**src/rtl/ntt_bfly_pkg.sv**
```systemverilog
`timescale 1ns/1ps
package ntt_bfly_pkg;

  // Fixed pipeline geometry: one input register, six multiplier stages,
  // one output register.
  localparam int MUL_STAGES = 6;
  localparam int PIPE_DEPTH = MUL_STAGES + 2;

  // Strobes from the control pipeline to the datapath.
  typedef struct packed {
    logic                  ldIn;    // capture operands
    logic [MUL_STAGES-1:0] ldMul;   // advance multiplier stage k+1
    logic                  ldOut;   // capture final results
    logic                  selInv;  // mode of the pair in the input register
    logic                  outInv;  // mode of the pair entering the output register
  } bflyStrobe_t;

  // -q^-1 mod 2^bits by Newton iteration in 64-bit arithmetic (q odd).
  function automatic logic [63:0] negInvPow2(input logic [63:0] q, input int bits);
    logic [63:0] inv;
    logic [63:0] mask;
    inv = 64'd1;
    for (int i = 0; i < 6; i++) begin
      inv = inv * (64'd2 - q * inv);
    end
    mask = (bits >= 64) ? '1 : ((64'd1 << bits) - 64'd1);
    return (~inv + 64'd1) & mask;
  endfunction

endpackage

```
**src/rtl/ntt_bfly_ctrl.sv**
```systemverilog
`timescale 1ns/1ps
module ntt_bfly_ctrl
  import ntt_bfly_pkg::*;
(
  input  logic        clk,
  input  logic        rstN,
  input  logic        inValid,
  input  logic        inInverse,
  output bflyStrobe_t strobe,
  output logic        outValid
);

  // Bit k describes the pair held in pipeline register k.
  logic [PIPE_DEPTH-1:0] validPipe;
  logic [PIPE_DEPTH-1:0] modePipe;

  always_ff @(posedge clk or negedge rstN) begin
    if (!rstN) begin
      validPipe <= '0;
      modePipe  <= '0;
    end else begin
      validPipe <= {validPipe[PIPE_DEPTH-2:0], inValid};
      modePipe  <= {modePipe[PIPE_DEPTH-2:0], inInverse};
    end
  end

  always_comb begin
    strobe.ldIn   = inValid;
    strobe.ldMul  = validPipe[MUL_STAGES-1:0];
    strobe.ldOut  = validPipe[MUL_STAGES];
    strobe.selInv = modePipe[0];
    strobe.outInv = modePipe[MUL_STAGES];
  end

  assign outValid = validPipe[PIPE_DEPTH-1];

endmodule

```
**src/rtl/ntt_bfly_mont.sv**
```systemverilog
`timescale 1ns/1ps
module ntt_bfly_mont
  import ntt_bfly_pkg::*;
#(
  parameter int unsigned W = 17,
  parameter int unsigned Q = 114689
) (
  input  logic                  clk,
  input  logic [MUL_STAGES-1:0] ld,
  input  logic [W+1:0]          opX,   // up to 4Q
  input  logic [W:0]            opY,   // up to 2Q
  output logic [W:0]            res    // below 2Q, no correction
);

  localparam int CW = W + 1;
  localparam int RB = W + 4;           // radix R = 2^RB > 8Q
  localparam int PW = 2 * W + 5;       // holds T + m*Q
  localparam logic [RB-1:0] NEG_QINV = RB'(negInvPow2(64'(Q), RB));
  localparam logic [PW-1:0] Q_P      = PW'(Q);

  logic [PW-1:0] tProd, tP2, tP3, mq;
  logic [RB-1:0] mVal;
  logic [CW-1:0] uHi, rVal;
  logic          lowCarry;

  // T + m*Q is a multiple of R, so its low halves add to 0 or exactly R.
  assign lowCarry = |(tP3[RB-1:0] | mq[RB-1:0]);

  always_ff @(posedge clk) begin
    if (ld[0]) tProd <= PW'(opX) * PW'(opY);
    if (ld[1]) begin
      mVal <= tProd[RB-1:0] * NEG_QINV;
      tP2  <= tProd;
    end
    if (ld[2]) begin
      mq  <= PW'(mVal) * Q_P;
      tP3 <= tP2;
    end
    if (ld[3]) uHi  <= tP3[PW-1:RB] + mq[PW-1:RB] + CW'(lowCarry);
    if (ld[4]) rVal <= uHi;
    if (ld[5]) res  <= rVal;
  end

endmodule

```
**src/rtl/ntt_bfly_dp.sv**
```systemverilog
`timescale 1ns/1ps
module ntt_bfly_dp
  import ntt_bfly_pkg::*;
#(
  parameter int unsigned W = 17,
  parameter int unsigned Q = 114689
) (
  input  logic        clk,
  input  bflyStrobe_t strobe,
  input  logic [W:0]  inA,
  input  logic [W:0]  inB,
  input  logic [W:0]  inTw,
  output logic [W:0]  outX,
  output logic [W:0]  outY
);

  localparam int CW = W + 1;
  localparam int XW = W + 2;
  localparam logic [XW-1:0] Q_X     = XW'(Q);
  localparam logic [XW-1:0] TWO_Q_X = XW'(2 * Q);

  logic [CW-1:0] aR, bR, wR;

  always_ff @(posedge clk) begin
    if (strobe.ldIn) begin
      aR <= inA;
      bR <= inB;
      wR <= inTw;
    end
  end

  // Entry stage: multiplier operand and the word that rides beside it.
  logic [XW-1:0] diffInv, mulX, sumRaw, sumRed;
  logic [CW-1:0] sumHalf, sideIn;

  always_comb begin
    diffInv = XW'(aR) + TWO_Q_X - XW'(bR);          // (0,4Q), left uncorrected
    mulX    = strobe.selInv ? diffInv : XW'(bR);
    sumRaw  = XW'(aR) + XW'(bR);
    sumRed  = (sumRaw >= TWO_Q_X) ? sumRaw - TWO_Q_X : sumRaw;
    sumHalf = sumRed[0] ? CW'((sumRed + Q_X) >> 1) : CW'(sumRed >> 1);
    sideIn  = strobe.selInv ? sumHalf : aR;
  end

  logic [CW-1:0] tMul;

  ntt_bfly_mont #(.W(W), .Q(Q)) u_mont (
    .clk (clk),
    .ld  (strobe.ldMul),
    .opX (mulX),
    .opY (wR),
    .res (tMul)
  );

  // Side word delay line, aligned with the multiplier stages.
  logic [MUL_STAGES-1:0][CW-1:0] sideQ, sideSrc;

  generate
    if (MUL_STAGES > 1) begin : g_chain
      assign sideSrc = {sideQ[MUL_STAGES-2:0], sideIn};
    end else begin : g_single
      assign sideSrc = sideIn;
    end
  endgenerate

  always_ff @(posedge clk) begin
    for (int s = 0; s < MUL_STAGES; s++) begin
      if (strobe.ldMul[s]) sideQ[s] <= sideSrc[s];
    end
  end

  // Exit stage: forward add/subtract with one range correction.
  logic [CW-1:0] sideOut, fwdSumC, fwdDifC;
  logic [XW-1:0] fwdSum, fwdDif;

  assign sideOut = sideQ[MUL_STAGES-1];

  always_comb begin
    fwdSum  = XW'(sideOut) + XW'(tMul);
    fwdDif  = XW'(sideOut) + TWO_Q_X - XW'(tMul);
    fwdSumC = CW'((fwdSum >= TWO_Q_X) ? fwdSum - TWO_Q_X : fwdSum);
    fwdDifC = CW'((fwdDif >= TWO_Q_X) ? fwdDif - TWO_Q_X : fwdDif);
  end

  always_ff @(posedge clk) begin
    if (strobe.ldOut) begin
      outX <= strobe.outInv ? sideOut : fwdSumC;
      outY <= strobe.outInv ? tMul    : fwdDifC;
    end
  end

endmodule

```
**src/rtl/ntt_bfly_unified.sv**
```systemverilog
`timescale 1ns/1ps
module ntt_bfly_unified
  import ntt_bfly_pkg::*;
#(
  parameter int unsigned W = 17,
  parameter int unsigned Q = 114689
) (
  input  logic       clk,
  input  logic       rstN,
  input  logic       inValid,
  input  logic       inInverse,
  input  logic [W:0] inA,
  input  logic [W:0] inB,
  input  logic [W:0] inTwiddle,
  output logic       outValid,
  output logic [W:0] outX,
  output logic [W:0] outY
);

  bflyStrobe_t strobe;

  ntt_bfly_ctrl u_ctrl (
    .clk       (clk),
    .rstN      (rstN),
    .inValid   (inValid),
    .inInverse (inInverse),
    .strobe    (strobe),
    .outValid  (outValid)
  );

  ntt_bfly_dp #(.W(W), .Q(Q)) u_dp (
    .clk    (clk),
    .strobe (strobe),
    .inA    (inA),
    .inB    (inB),
    .inTw   (inTwiddle),
    .outX   (outX),
    .outY   (outY)
  );

endmodule

```
**config.mk**
```make
export PLATFORM = sky130hd
export DESIGN_NAME = ntt_bfly_unified
export DESIGN_NICKNAME = d
export VERILOG_FILES = /design/src/rtl/ntt_bfly_pkg.sv /design/src/rtl/ntt_bfly_ctrl.sv /design/src/rtl/ntt_bfly_mont.sv /design/src/rtl/ntt_bfly_dp.sv /design/src/rtl/ntt_bfly_unified.sv
export SDC_FILE = /design/constraint.sdc
export NUM_CORES = 2
export LEC_CHECK = 0
export BUFFER_PORTS_ARGS = -buffer_cell sky130_fd_sc_hd__buf_2
export CORE_MARGIN = 1.5
export CORE_UTILIZATION = 34
export CTS_CLUSTER_DIAMETER = 30
export CTS_CLUSTER_SIZE = 20
export DETAILED_ROUTE_END_ITERATION = 6
export RECOVER_POWER = 100
export SETUP_SLACK_MARGIN = 0.4
export SKIP_CTS_REPAIR_TIMING = 1
export SYNTH_ARGS = -nofsm -noshare
export SYNTH_HDL_FRONTEND = slang
export SYNTH_SLANG_ARGS = --single-unit
```
**constraint.sdc**
```tcl
create_clock -name clk -period 10.47 [get_ports clk]
set_input_delay 1.047 -clock clk [delete_from_list [all_inputs] [get_ports clk]]
set_output_delay 1.047 -clock clk [all_outputs]
set_load 0.005 [all_outputs]
```
==> results.txt <==
status: complete, but fails checks
failing checks: capacitance limit, slew limit
sequential share of the synthesized area: 0.335
Layout area overhead: 12.8%
input/output buffers: 94
element type at the critical path end: flop
synth top area cells: edfxtp_1 33%, fa_1 22%, ha_1 13%
Hold Crit Class: flop to flop
share of cells above drive strength 1: 0.0707
Synth async-reset ratio: 0.0345
post-place setup slack: 0.252 ns
Worst Hold Path EP: u_ctrl.modePipe[2]
post-DP HPWL: 67400 um
Mapped Avg Cell Area: 10.9 sq um
Wirelength per Cell: 16.2 um
vias in the first global route: 25421
Worst-Skew Late Latency: 0.62 ns
RSZ-0062 raised after global routing: false
number of diodes: 0
most frequent cells in the layout: 647 x inv_1, 420 x edfxtp_1, 419 x fa_1
antenna-violating nets left: 0
number of flops mapped to enable cells by yosys: 420
Layout Nets: 4577
Rel. slew slack: -1.72
Tmin final: 9.78 ns
crit path launch type: flop
Worst-path clk slew: 0.05 ns
hold depth: 0
DR vias: 25220
first-pass GRT wire length: 136000 um
IO Count: 95
synthesized instance count: 3551
Setup-failing EPs final: 0
largest net degree at the start of global routing: 77
die height: 340 um
critical path type: flop to flop
Max FO, Critical Path: 10
Max Freq: 0.102 GHz
Yosys top cell area share: 0.326
CTS Buf Count: 78
GRT Total Usage: 0.148
commonest non-fill, non-tap cell in the layout: inv_1
hold path startpoint: u_ctrl.modePipe[1]
initial antenna violation count: 0
TritonCTS clock tree: done
CTS root buffer: clkbuf_16
grt ovf: 0
Arr. time, crit path: 10.14 ns
CORE AREA: 113000 sq um
fillcell total: 10977
GPL Wtd Cong: 0.887
Die Width: 340 um
flop2flop setup slack: 0.69 ns
num rows: 123
Max Root-Sink Buffers: 3
Synth area leader: edfxtp_1
Primary FF master, synth: edfxtp_1
first drt pass iteration count: 5
synth warn: 0
Post-Syn Area: 38700 sq um
Max-cap violations: 9
worst clock skew: 0.0209 ns
H-tree depth: 3
Mapped Nets: 4443
drt via density: 4.80
Initial Util: 0.344
Hold Fails Final Rpt: 0
max incr delay on CP: 0.55 ns
post-synthesis register bit count: 435
CTS Sinks: 435
Cell Count, Final, Fillers Out: 5250
worst path required time: 10.83 ns
fin worst setup slack: 0.690 ns
r2r startpoint: u_dp.aR[1]
Fin Setup TNS: 0 ns
initial DRC count: 1300
worst r2r dst: u_dp.u_mont.tProd[36]
Max Transition Viols Final: 448
Yosys cell types: 83
WL final: 85300 um
Tcrit/Tclk final: 0.934
Residual DRC: 0
FF-to-FF path depth: 38
Least-Margin Pin Slew: 4.07 ns
Crit-path slowest cell: fa_1
die footprint: 116000 sq um
placed cells: 5101
[state kept, by name, indices dropped and copies added, names as in the netlist]
signal and count:
u_dp.sideQ 90, u_dp.outX 18, u_dp.u_mont.tProd 37, u_dp.u_mont.res 18, u_dp.bR 18, u_dp.u_mont.uHi 18
u_dp.u_mont.rVal 18, u_dp.aR 18, u_ctrl.validPipe 8, u_dp.u_mont.tP3 36, u_dp.outY 18, u_dp.u_mont.mq 38
u_dp.sideOut 18, u_dp.wR 18, u_dp.u_mont.mVal 21, u_dp.u_mont.tP2 36, u_ctrl.modePipe 7
[final cells by class]
type                    instances  area [sq um]  share of cell area
flip-flops and latches        435         13000               0.297
clock buffers                  86          2020              0.0463
repair buffers                131           659              0.0151
clock inverters                59           696              0.0159
multi-input cells            2391         23000               0.527
well taps                    1500          1880              0.0430
inverters                     648          2430              0.0557
[cell families (layout without fill, tap and decap cells)]
logic type               count (synthesis)  in the layout  share of synthesized area
XOR/XNOR                               177            177                     0.0402
multiplexers                            26             26                    0.00717
buffers and inverters                  725            924                     0.0704
adder cells (fa/ha/maj)                834            834                      0.351
AO/OA/AOI/OAI                          447            447                     0.0773
AND/OR/NAND/NOR                        907            907                      0.119
flip-flops                             435            435                      0.335
[worst max-delay path: cells and delay by family, from the launching register on]
kind	cells	cell delay [ns]
XOR/XNOR	2	0.25
flip-flops	1	0.44
buffers and inverters	7	0.86
AO/OA/AOI/OAI	16	3.52
AND/OR/NAND/NOR	4	0.61
adder cells (fa/ha/maj)	9	3.83
[worst max-delay path by stage]
stage | endpoint | from | slack (ns)
finish | u_dp.u_mont.tProd[36] | u_dp.aR[1] | 0.69
global route | u_dp.u_mont.tProd[33] | u_dp.aR[1] | 0.22
CTS | u_dp.u_mont.tProd[36] | u_dp.bR[1] | 0.22
detailed placement | u_dp.u_mont.tProd[36] | u_dp.bR[1] | 0.25
global placement | u_dp.u_mont.tProd[36] | u_dp.bR[1] | 0.45
floorplan | u_dp.u_mont.tProd[36] | u_dp.bR[1] | 1.43
[Yosys cell counts, types with 20 or more instances]
cell type  number
inv_1         647
edfxtp_1      420
fa_1          419
ha_1          415
nand2_1       281
and2_1        167
xnor2_1       139
nor2_1        138
a21oi_1       103
o21ai_0        84
nor3_1         67
clkbuf_1       65
a21o_1         38
nand3_1        37
nor2b_1        37
xor2_1         37
nand2b_1       32
nor4_1         29
or3_1          25
o31ai_1        22
and3_1         20
[through the flow]
stage,hold slack (ns),utilization,instance area (sq um)
global placement,0.333,0.364,41000
finish,0.347,0.388,43700
detailed placement,0.336,0.364,41000
floorplan,0.331,-,38700
global route,0.356,0.388,43700
CTS,0.352,0.388,43800
[per-layer routing]
metal / GRT usage / vias up / part of all wire
li1: - / 12109 / -
met1: 0.202 / 12481 / 0.46
met2: 0.239 / 510 / 0.46
met3: 0.0305 / 120 / 0.052
met4: 0.0403 / 0 / 0.021
met5: 0 / - / 0
Power is not shown: default switching activity piles up to over one toggle a cycle in this logic, so the estimate is an artifact.
